==> src/rtl/irq_aggregator.sv <==
module irq_aggregator #(
  parameter int N_ROOT      = 4,
  parameter int N_SUB       = 3,
  parameter int BRIDGE_SLOT = 5
) (
  input  logic                              clk,
  input  logic                              rst,
  input  logic [4*(N_ROOT+N_SUB)-1:0]       src_lvl,
  output logic [3:0]                        irq_out
);
  localparam int NSRC  = N_ROOT + N_SUB;
  localparam int NPINS = 4 * NSRC;
  localparam int CW    = $clog2(NSRC + 1);
  localparam int SW    = $clog2(NPINS);

  function automatic logic [1:0] route(input int idx);
    int s, p, q;
    s = idx / 4;
    p = idx % 4;
    if (s < N_ROOT) q = (p + s) % 4;
    else q = (((p + s - N_ROOT) % 4) + BRIDGE_SLOT) % 4;
    return q[1:0];
  endfunction

  logic [NPINS-1:0]  pin_state;
  logic [NPINS-1:0]  pending;
  logic [CW-1:0]     cnt [4];
  logic [4*CW-1:0]   cnt_flat;
  logic [1:0]        line_tbl [NPINS];
  logic [SW-1:0]     sel;
  logic              hit;

  genvar g;
  generate
    for (g = 0; g < NPINS; g++) begin : g_route
      assign line_tbl[g] = route(g);
    end
    for (g = 0; g < 4; g++) begin : g_line
      assign irq_out[g] = |cnt[g];
      assign cnt_flat[g*CW +: CW] = cnt[g];
    end
  endgenerate

  assign pending = src_lvl ^ pin_state;

  always_comb begin
    hit = 1'b0;
    sel = '0;
    for (int i = NPINS - 1; i >= 0; i--) begin
      if (pending[i]) begin
        hit = 1'b1;
        sel = SW'(i);
      end
    end
  end

  always_ff @(posedge clk) begin
    if (rst) begin
      pin_state <= '0;
      for (int l = 0; l < 4; l++) cnt[l] <= '0;
    end else if (hit) begin
      pin_state[sel] <= src_lvl[sel];
      if (src_lvl[sel]) cnt[line_tbl[sel]] <= cnt[line_tbl[sel]] + 1'b1;
      else              cnt[line_tbl[sel]] <= cnt[line_tbl[sel]] - 1'b1;
    end
  end
endmodule


==> config.mk <==
export PLATFORM = sky130hd
export DESIGN_NAME = irq_aggregator
export DESIGN_NICKNAME = d
export VERILOG_FILES = /design/src/rtl/irq_aggregator.sv
export SDC_FILE = /design/constraint.sdc
export NUM_CORES = 1
export LEC_CHECK = 0
export ABC_AREA = 1
export BUFFER_PORTS_ARGS = -buffer_cell sky130_fd_sc_hd__buf_2
export CAP_MARGIN = 20
export CORE_MARGIN = 2
export CORE_UTILIZATION = 59
export DETAILED_ROUTE_END_ITERATION = 12
export PLACE_DENSITY = 0.8
export SLEW_MARGIN = 20
export SYNTH_ARGS = -nofsm -noshare
export SYNTH_HDL_FRONTEND = slang
export SYNTH_SLANG_ARGS = --single-unit
==> constraint.sdc <==
create_clock -name clk -period 4.9 [get_ports clk]
set_clock_uncertainty 0.15 [all_clocks]
set_input_delay 0.49 -clock clk [delete_from_list [all_inputs] [get_ports clk]]
set_output_delay 0.49 -clock clk [all_outputs]
set_load 0.01 [all_outputs]
# ---- Word level (Yosys, flattened, before mapping)
# Memories as Yosys holds them, arrays and structs flattened.
# Index checks and enable logic that the tools add are counted.
dict set report totals {
  mem_bits_rw 12
  mem_bits_ro 64
  n_memories 2
  regBits 28
  out_inout_bits 4
  input_bits 30
  word_cells 94
}
dict set report op_classes {
  n_reduce_logical 6
  order_cmp 3
  n_mux 77
  addsub 2
  n_bitwise 3
}
# name words width read_ports rd_clocked_by_memory_dff wr line_no
set memory_table {}
lappend memory_table {{(name not given)} 32 2 1 0 0 64} ;# else cnt[line_tbl[sel]] <= cnt[line_tbl[sel]] - 1'b1;
lappend memory_table {cnt 4 3 5 0 4 27} ;# logic [CW-1:0] cnt [4];
# cell n
set ops {}
lappend ops {{2-to-1 mux 5 bit} 28}
lappend ops {{2-to-1 mux 1 bit} 41}
lappend ops {{bitwise mux 28 bit} 1}
lappend ops {{XOR 28 bit} 1}
lappend ops {{OR reduction 3 bit} 5}
lappend ops {{>= comparator 6 bit (second input constant)} 1}
lappend ops {{< comparator 5 x 6 -> 1 bit (second input constant)} 1}
lappend ops {{2-to-1 mux 2 bit} 3}
lappend ops {{2-to-1 mux 3 bit} 2}
lappend ops {{inverter 5 -> 6 bit} 1}
lappend ops {{binary-select mux 1 bit (select 5 bit)} 1}
lappend ops {{demux 1 bit (select 5 bit)} 1}
lappend ops {{>= comparator 5 x 1 -> 1 bit (second input constant)} 1}
lappend ops {{adder 3 x 1 -> 3 bit (second input constant)} 1}
lappend ops {{subtractor 3 x 1 -> 3 bit (second input constant)} 1}
lappend ops {{logical AND 1 bit} 1}
lappend ops {{bitwise OR 1 bit} 1}

# ---- Depth between registers and ports, before layout
# Gate-level depths: netlist of run 1.
dict set report depth {
  ltp_word 38
  ltp_mapped 45
  ltp_nobuf 44
}

# ---- Worst setup path before layout of run 1
# Ideal clock, no wire load.
dict set report synth_timing {
  path_type {input-to-reg}
  from {input port src_lvl[25]}
  to {memory cnt[0][2] in the netlist's numbering, data pin}
  t_arrival_ps 4106
  required_time_ps 4491
  slack_ps 385
  setup_time_ps 259
  cell_stages 42
  path_buffers 1
  cell_sequence {xnor2_1 > nand2_1 > nand2_1 > nand2_1 > nand2_1 > nand2_1 > nand2_1 > nand2_1 > nand2_1 > nand2_1 > nand2_1 > nand2_1 > nand2_1 > nand2_1 > nand2_1 > nand2_1 > nand2_1 > nand2_1 > (+6 left out) > nand2_2 > nand2_4 > nand2_8 > buf_8 > inv_1 > ha_1 > a21oi_1 > or2_2 > nand3_1 > inv_1 > o21ai_0 > o22ai_1 > fa_1 > nand3b_1 > nand2_1 > inv_1 > nand2_1 > a21oi_1}
}
# element line_no
set synth_rtl {}
lappend synth_rtl {{from (decl)} 8} ;# input logic [4*(N_ROOT+N_SUB)-1:0] src_lvl,
lappend synth_rtl {{to (decl)} 27}

==> results.toml, run 1 <==
[run_status]
status = "completed"

[clock_network]
cts_buffers = 5
clk_pin_slew_worst_paths_ns = 0.08
clock_sinks = 40
post_cts_buffers = 0
cts_root_buf = "clkbuf_8"
cts_tree = "done"
h-tree-depth = 2
clock_path_buffers = 2
worst_skew_pair.late_latency_ns = 0.29

[layout]
final_cell_mix = "nand2_1 (102), nor2_1 (66), inv_1 (49), nand3_1 (45), o21ai_0 (34)"
n_antenna_cell = 0
nets = 511
final_common_cell = "nand2_1"
nFillCells = 448
finalNonFillerCells = 544
drive_above_1_share = 0.168
areaGrowthSynthToFinish_pct = 11.9

[synthesis]
synth_top_cell_area_share = 0.188
synthCells = 438
syn_area_um2 = 2990
synth_nets = 473
synth_top_area_cell = "dfxtp_1"
synth_seq_area_share = 0.308
ys_ff_latch = 40
synth.avg_cell_area_um2 = 6.82
yosysUniqueCellTypes = 32
yosys-top-cells-area = "dfxtp_1 (19%), nand2_1 (13%), edfxtp_1 (12%), nor2_1 (8.3%), nand3_1 (7.9%)"
ys_warn_count = 0

[place]
post-place-cells = 536
dpl.hpwl_um = 5910
port_buffers = 33
gp_routability_congestion = 1.00

[worst_setup_path]
worstPathArrival_ns = 4.36
path_delay_family = "simple AND/OR/NAND/NOR gates"
crit_fanout = 6
crit_path_end_kind = "flop"
crit_type = "reg -> reg"
cp_num_buf_inv = 3
start_kind = "flop"
cp_slowest_cell = "fa_2"
worst_ep_required_time_ns = 4.80
critPathMaxStageDelay_ns = 0.40
cpMostUsedCell = "nand2_1"

[timing]
slew_viol_final = 0
finalSetupViolations = 0
layout_min_cycle_time_ns = 4.46
setup_tns_ns = 0
finalHoldViolations = 0
worst_slew_pin_slew_ns = 0.898
finalCritPeriodShare = 0.911
fmax_ghz = 0.224
relSlewSlack = 0.401
rsz0062_at_grt = "no"

[global_routing]
grt_pass1_vias = 2685
grt_start_max_net_pins = 33
antenna_found_initial = 0
track_usage = 0.297
grt_pass1_wl_um = 12600
grt.overflow.total = 0

[floorplanning]
start_util = 0.620
die_x_um = 75.2
dieArea_um2 = 5650
rows = 25
num_io_pins = 34
die_h_um = 75.2
core_area_um2 = 4820

[drt]
firstDrtPassIters = 5
wl_per_cell_um = 14.9
routed_via_density = 5.61
dr.first_iter.drc_count = 259
num_vias = 3051
finalWirelength_um = 8130
drcViolationCount = 0
ant_nets = 0

[min_path]
worstHoldPathType = "reg -> reg"

[power_and_ir_drop]
total_leakage_power_nw = 1.53
vdd.ir_drop.worst_v = 0.000521
powerDensity_nw_per_um2 = 545

[flow_run]
drv_cap = 0
[repair_timing]
item                                    in CTS  in global routing
hold endpoints to repair                     0                  0
gates resized for setup                      0                  9
hold buffers                                 0                  0
endpoints found under the setup margin       0                  8
[Yosys cell counts]
library cell,n
o21bai_1,1
ha_1,4
buf_6,2
or2_2,2
dfxtp_1,28
buf_12,1
nand2_8,1
nor2_4,1
xnor2_1,25
nand2_4,1
inv_1,49
nand3_1,47
nor2_1,66
nand2_2,5
o22ai_2,1
buf_2,1
inv_2,1
xor2_1,1
nand3b_1,2
clkbuf_1,4
buf_8,1
a31oi_1,2
fa_1,1
nand2_1,103
o22ai_1,1
nor2_2,2
a221oi_1,1
edfxtp_1,12
a21oi_1,27
clkinv_1,1
a21oi_4,10
o21ai_0,34
[worst register-to-register path, delay by kind of cell (launching register included)]
family / cells / cell delay, ns
flops: 1 / 0.34
fa+ha+maj: 2 / 0.68
simple gates: 31 / 2.23
compound gates: 4 / 0.37
buf+inv: 3 / 0.24
xor+xnor: 1 / 0.22
[through the flow]
step	power [mW]	util	hold WS, ns	cell area, µm²	setup WS [ns]
final	1.82	0.694	0.407	3340	0.437
after global routing	1.95	0.694	0.444	3340	0.00203
after CTS	1.75	0.684	0.424	3300	0.288
after detailed placement	1.53	0.666	0.398	3210	0.0428
after global placement	1.50	0.666	0.391	3210	0.171
after floorplan	1.28	-	0.372	2990	0.385
[worst paths after layout]
| check | slack (ns) | end | depth (start not counted) | start |
|---|---|---|---|---|
| max reg2reg | 0.44 | cnt[2][2] | 41 | pin_state[25] |
| min | 0.41 | pin_state[26] | 2 | pin_state[26] |
| min reg2reg | 0.41 | pin_state[26] | 2 | pin_state[26] |
| max | 0.44 | cnt[2][2] | 41 | pin_state[25] |
[per-layer routing]
layer	vias up	global-route usage	wire [µm]	part of all wire
met5	-	0	0	0
met4	0	0.0741	129	0.016
met3	24	0.0482	657	0.081
met2	149	0.475	3710	0.46
met1	1398	0.422	3640	0.45
li1	1480	-	-	-
[sequential cells by signal (all words and copies together) (netlist names)]
signal     flops
pin_state     28
cnt           12
[cell type report]
type / instances / area [µm²] / share of cell area
Clock buffer: 6 / 72.6 / 0.0217
Clock inverter: 2 / 12.5 / 0.00374
Inverter: 51 / 191 / 0.0573
Multi-Input combinational cell: 338 / 1840 / 0.551
Sequential cell: 40 / 922 / 0.276
Tap cell: 67 / 83.8 / 0.0251
Timing Repair Buffer: 40 / 218 / 0.0651
[kinds of logic after synthesis]
logic type,synth area share
adder cells (fa/ha/maj),0.0235
XOR/XNOR,0.0762
AND/OR/NAND/NOR,0.329
flip-flops,0.308
buffers and inverters,0.0901
AO/OA/AOI/OAI,0.173
[power by group]
| part | switching, mW | total, mW | internal, mW |
|---|---|---|---|
| Sequential | 0.0357 | 0.457 | 0.422 |
| Clock | 0.119 | 0.219 | 0.0996 |
| Combinational | 0.797 | 1.14 | 0.347 |
| Total | 0.952 | 1.82 | 0.868 |
Note: power is estimated with default switching activity, not from simulation.
==> inputs of run 2 (changes only) <==
--- a/config.mk
+++ b/config.mk
@@ -5,13 +5,13 @@
 export SDC_FILE = /design/constraint.sdc
 export NUM_CORES = 1
 export LEC_CHECK = 0
-export ABC_AREA = 1
 export BUFFER_PORTS_ARGS = -buffer_cell sky130_fd_sc_hd__buf_2
 export CAP_MARGIN = 20
 export CORE_MARGIN = 2
-export CORE_UTILIZATION = 59
+export CORE_UTILIZATION = 60
 export DETAILED_ROUTE_END_ITERATION = 12
-export PLACE_DENSITY = 0.8
+export HOLD_SLACK_MARGIN = 0.05
+export PLACE_DENSITY = 0.81
 export SLEW_MARGIN = 20
 export SYNTH_ARGS = -nofsm -noshare
 export SYNTH_HDL_FRONTEND = slang
==> run 2 against run 1 <==
First-iteration DRC count is 18% lower. Utilization is 0.27 points higher. Sequential share of layout area is 2.0 points lower. Synthesized cell count is 18% lower. Power is 3.3% lower. Flip-flop and latch count stayed put. Clock power hardly changed. Largest power group unchanged.
==> results.toml, run 2 <==
[worst_setup_path]
start_kind = "flop"
crit_path_end_kind = "flop"
worst_ep_required_time_ns = 4.80
worstPathArrival_ns = 4.30
crit_type = "reg -> reg"
crit_fanout = 9

[synthesis]
ys_warn_count = 0
synth_seq_area_share = 0.282
synth_top_area_cell = "dfxtp_1"
ys_ff_latch = 40
synthMostInstantiatedCell = "nor2_1"
synth_top_cell_area_share = 0.171
yosysUniqueCellTypes = 69
synthArstFlopShare = 0
synth_common_cells = "nor2_1 (31), dfxtp_1 (28), nand2_1 (28), nand3_1 (26), o21ai_0 (25)"
synth_top_flop_cell = "dfxtp_1"
synth_edf_count = 12
syn_area_um2 = 3270
yosys-top-cells-area = "dfxtp_1 (17%), edfxtp_1 (11%), xnor2_2 (6.5%), mux2i_1 (5.8%), xnor2_1 (4.0%)"
synth.avg_cell_area_um2 = 9.09
synth_nets = 395
synthCells = 360

[clock_network]
cts.repair.resized = 0
clock_sinks = 40
cts_buffers = 5
hold_buffers = 0
worst_skew_pair.late_latency_ns = 0.30
cts_tree = "done"
cts_root_buf = "clkbuf_8"
post_cts_buffers = 0
h-tree-depth = 2
clock_path_buffers = 2
clk_pin_slew_worst_paths_ns = 0.08

[floorplanning]
start_util = 0.632
rows = 26
die_x_um = 77.8
dieArea_um2 = 6060
num_io_pins = 34
die_h_um = 77.8
core_area_um2 = 5170

[drt]
ant_nets = 0
num_vias = 3034
wl_per_cell_um = 20.4
dr.first_iter.drc_count = 212
firstDrtPassIters = 5
routed_via_density = 6.50
finalWirelength_um = 9530
drcViolationCount = 0

[global_routing]
grt_start_max_net_pins = 35
grt_pass1_vias = 2973
grt.overflow.total = 0
grt_pass1_wl_um = 15100
track_usage = 0.327
antenna_found_initial = 0

[timing]
finalCritPeriodShare = 0.898
fmax_ghz = 0.227
worst_slew_pin_slew_ns = 0.660
fin_ws_ns = 0.497
layout_min_cycle_time_ns = 4.40
setup_tns_ns = 0
finalSetupViolations = 0
finalHoldViolations = 0
relSlewSlack = 0.560
rsz0062_at_grt = "no"
hold_ws_ns = 0.322
slew_viol_final = 0

[place]
dpl.hpwl_um = 7380
gp_routability_congestion = 0.917
port_buffers = 33
post-place-cells = 459
pre_cts_slack_ns = 0.283

[run_status]
status = "completed"

[layout]
largest_reg_flops = 28
finalNonFillerCells = 467
n_antenna_cell = 0
top_regs = "pin_state: 28 flops, cnt: 12 flops"
regMostFlops = "pin_state"
final_cell_mix = "buf_2 (33), nor2_1 (31), nand2_1 (28), dfxtp_1 (28), nand3_1 (26)"
final_common_cell = "buf_2"
nets = 431
nFillCells = 424
areaGrowthSynthToFinish_pct = 10.1
drive_above_1_share = 0.222

[min_path]
worstHoldPathType = "reg -> reg"

[power_and_ir_drop]
total_leakage_power_nw = 1.36
powerDensity_nw_per_um2 = 488
vdd.ir_drop.worst_v = 0.000349
p_total_mw = 1.76

[flow_run]
drv_cap = 0
==> run 2: path summary, 6_finish.rpt <==
| kind | startpoint | endpoint | slack (ns) | cells after the start |
|---|---|---|---|---|
| setup reg to reg | pin_state[19] | cnt[3][2] | 0.50 | 12 |
| hold reg to reg | pin_state[27] | pin_state[27] | 0.32 | 2 |
| setup / recovery | pin_state[19] | cnt[3][2] | 0.50 | 12 |
| hold / removal | pin_state[27] | pin_state[27] | 0.32 | 2 |
==> run 2: area by class of cell <==
| class | count | area (µm²) | area share |
|---|---|---|---|
| Clock buffer | 6 | 72.6 | 0.0201 |
| Inverter | 5 | 18.8 | 0.00521 |
| Tap cell | 70 | 87.6 | 0.0243 |
| Clock inverter | 2 | 12.5 | 0.00347 |
| Timing Repair Buffer | 39 | 210 | 0.0584 |
| Sequential cell | 40 | 921 | 0.256 |
| Multi-Input combinational cell | 305 | 2280 | 0.633 |
==> run 2: logic make-up after synthesis <==
kind of cell	synth area share
AND/OR/NAND/NOR	0.249
AO/OA/AOI/OAI	0.199
XOR/XNOR	0.145
flip-flops	0.282
multiplexers	0.0830
buffers and inverters	0.0214
adder cells (fa/ha/maj)	0.0214
==> run 2: worst max-delay path: stages, from the launching register on <==
cell       delay (ns)
dfxtp_1          0.34
xnor2_1          0.30
nand2_1          0.23
a2111oi_2        0.55
a21o_1           0.33
nor2_4           0.11
ha_1             0.31
and3b_1          0.21
o21ai_4          0.21
mux4_1           0.43
fa_1             0.46
xnor2_2          0.21
mux2_4           0.31
==> run 2: per-stage QoR <==
| step | utilization | area (µm²) |
|---|---|---|
| finish | 0.696 | 3600 |
| floorplan | - | 3270 |
| global route | 0.696 | 3600 |
| detailed placement | 0.680 | 3520 |
| CTS | 0.696 | 3600 |
| global placement | 0.680 | 3520 |
==> run 2: power breakdown <==
part           total, mW  leakage (nW)  internal (mW)  switching [mW]
clock              0.222        0.0412         0.0997           0.122
sequential         0.463         0.351          0.422          0.0408
combinational       1.07         0.970          0.424           0.650
==> run 2: metal layers <==
metal | wire length (µm) | track usage | up-vias
met5 | 0 | 0 | -
met4 | 467 | 0.170 | 0
met3 | 936 | 0.0686 | 44
met2 | 4200 | 0.509 | 157
met1 | 3930 | 0.428 | 1435
li1 | - | - | 1398
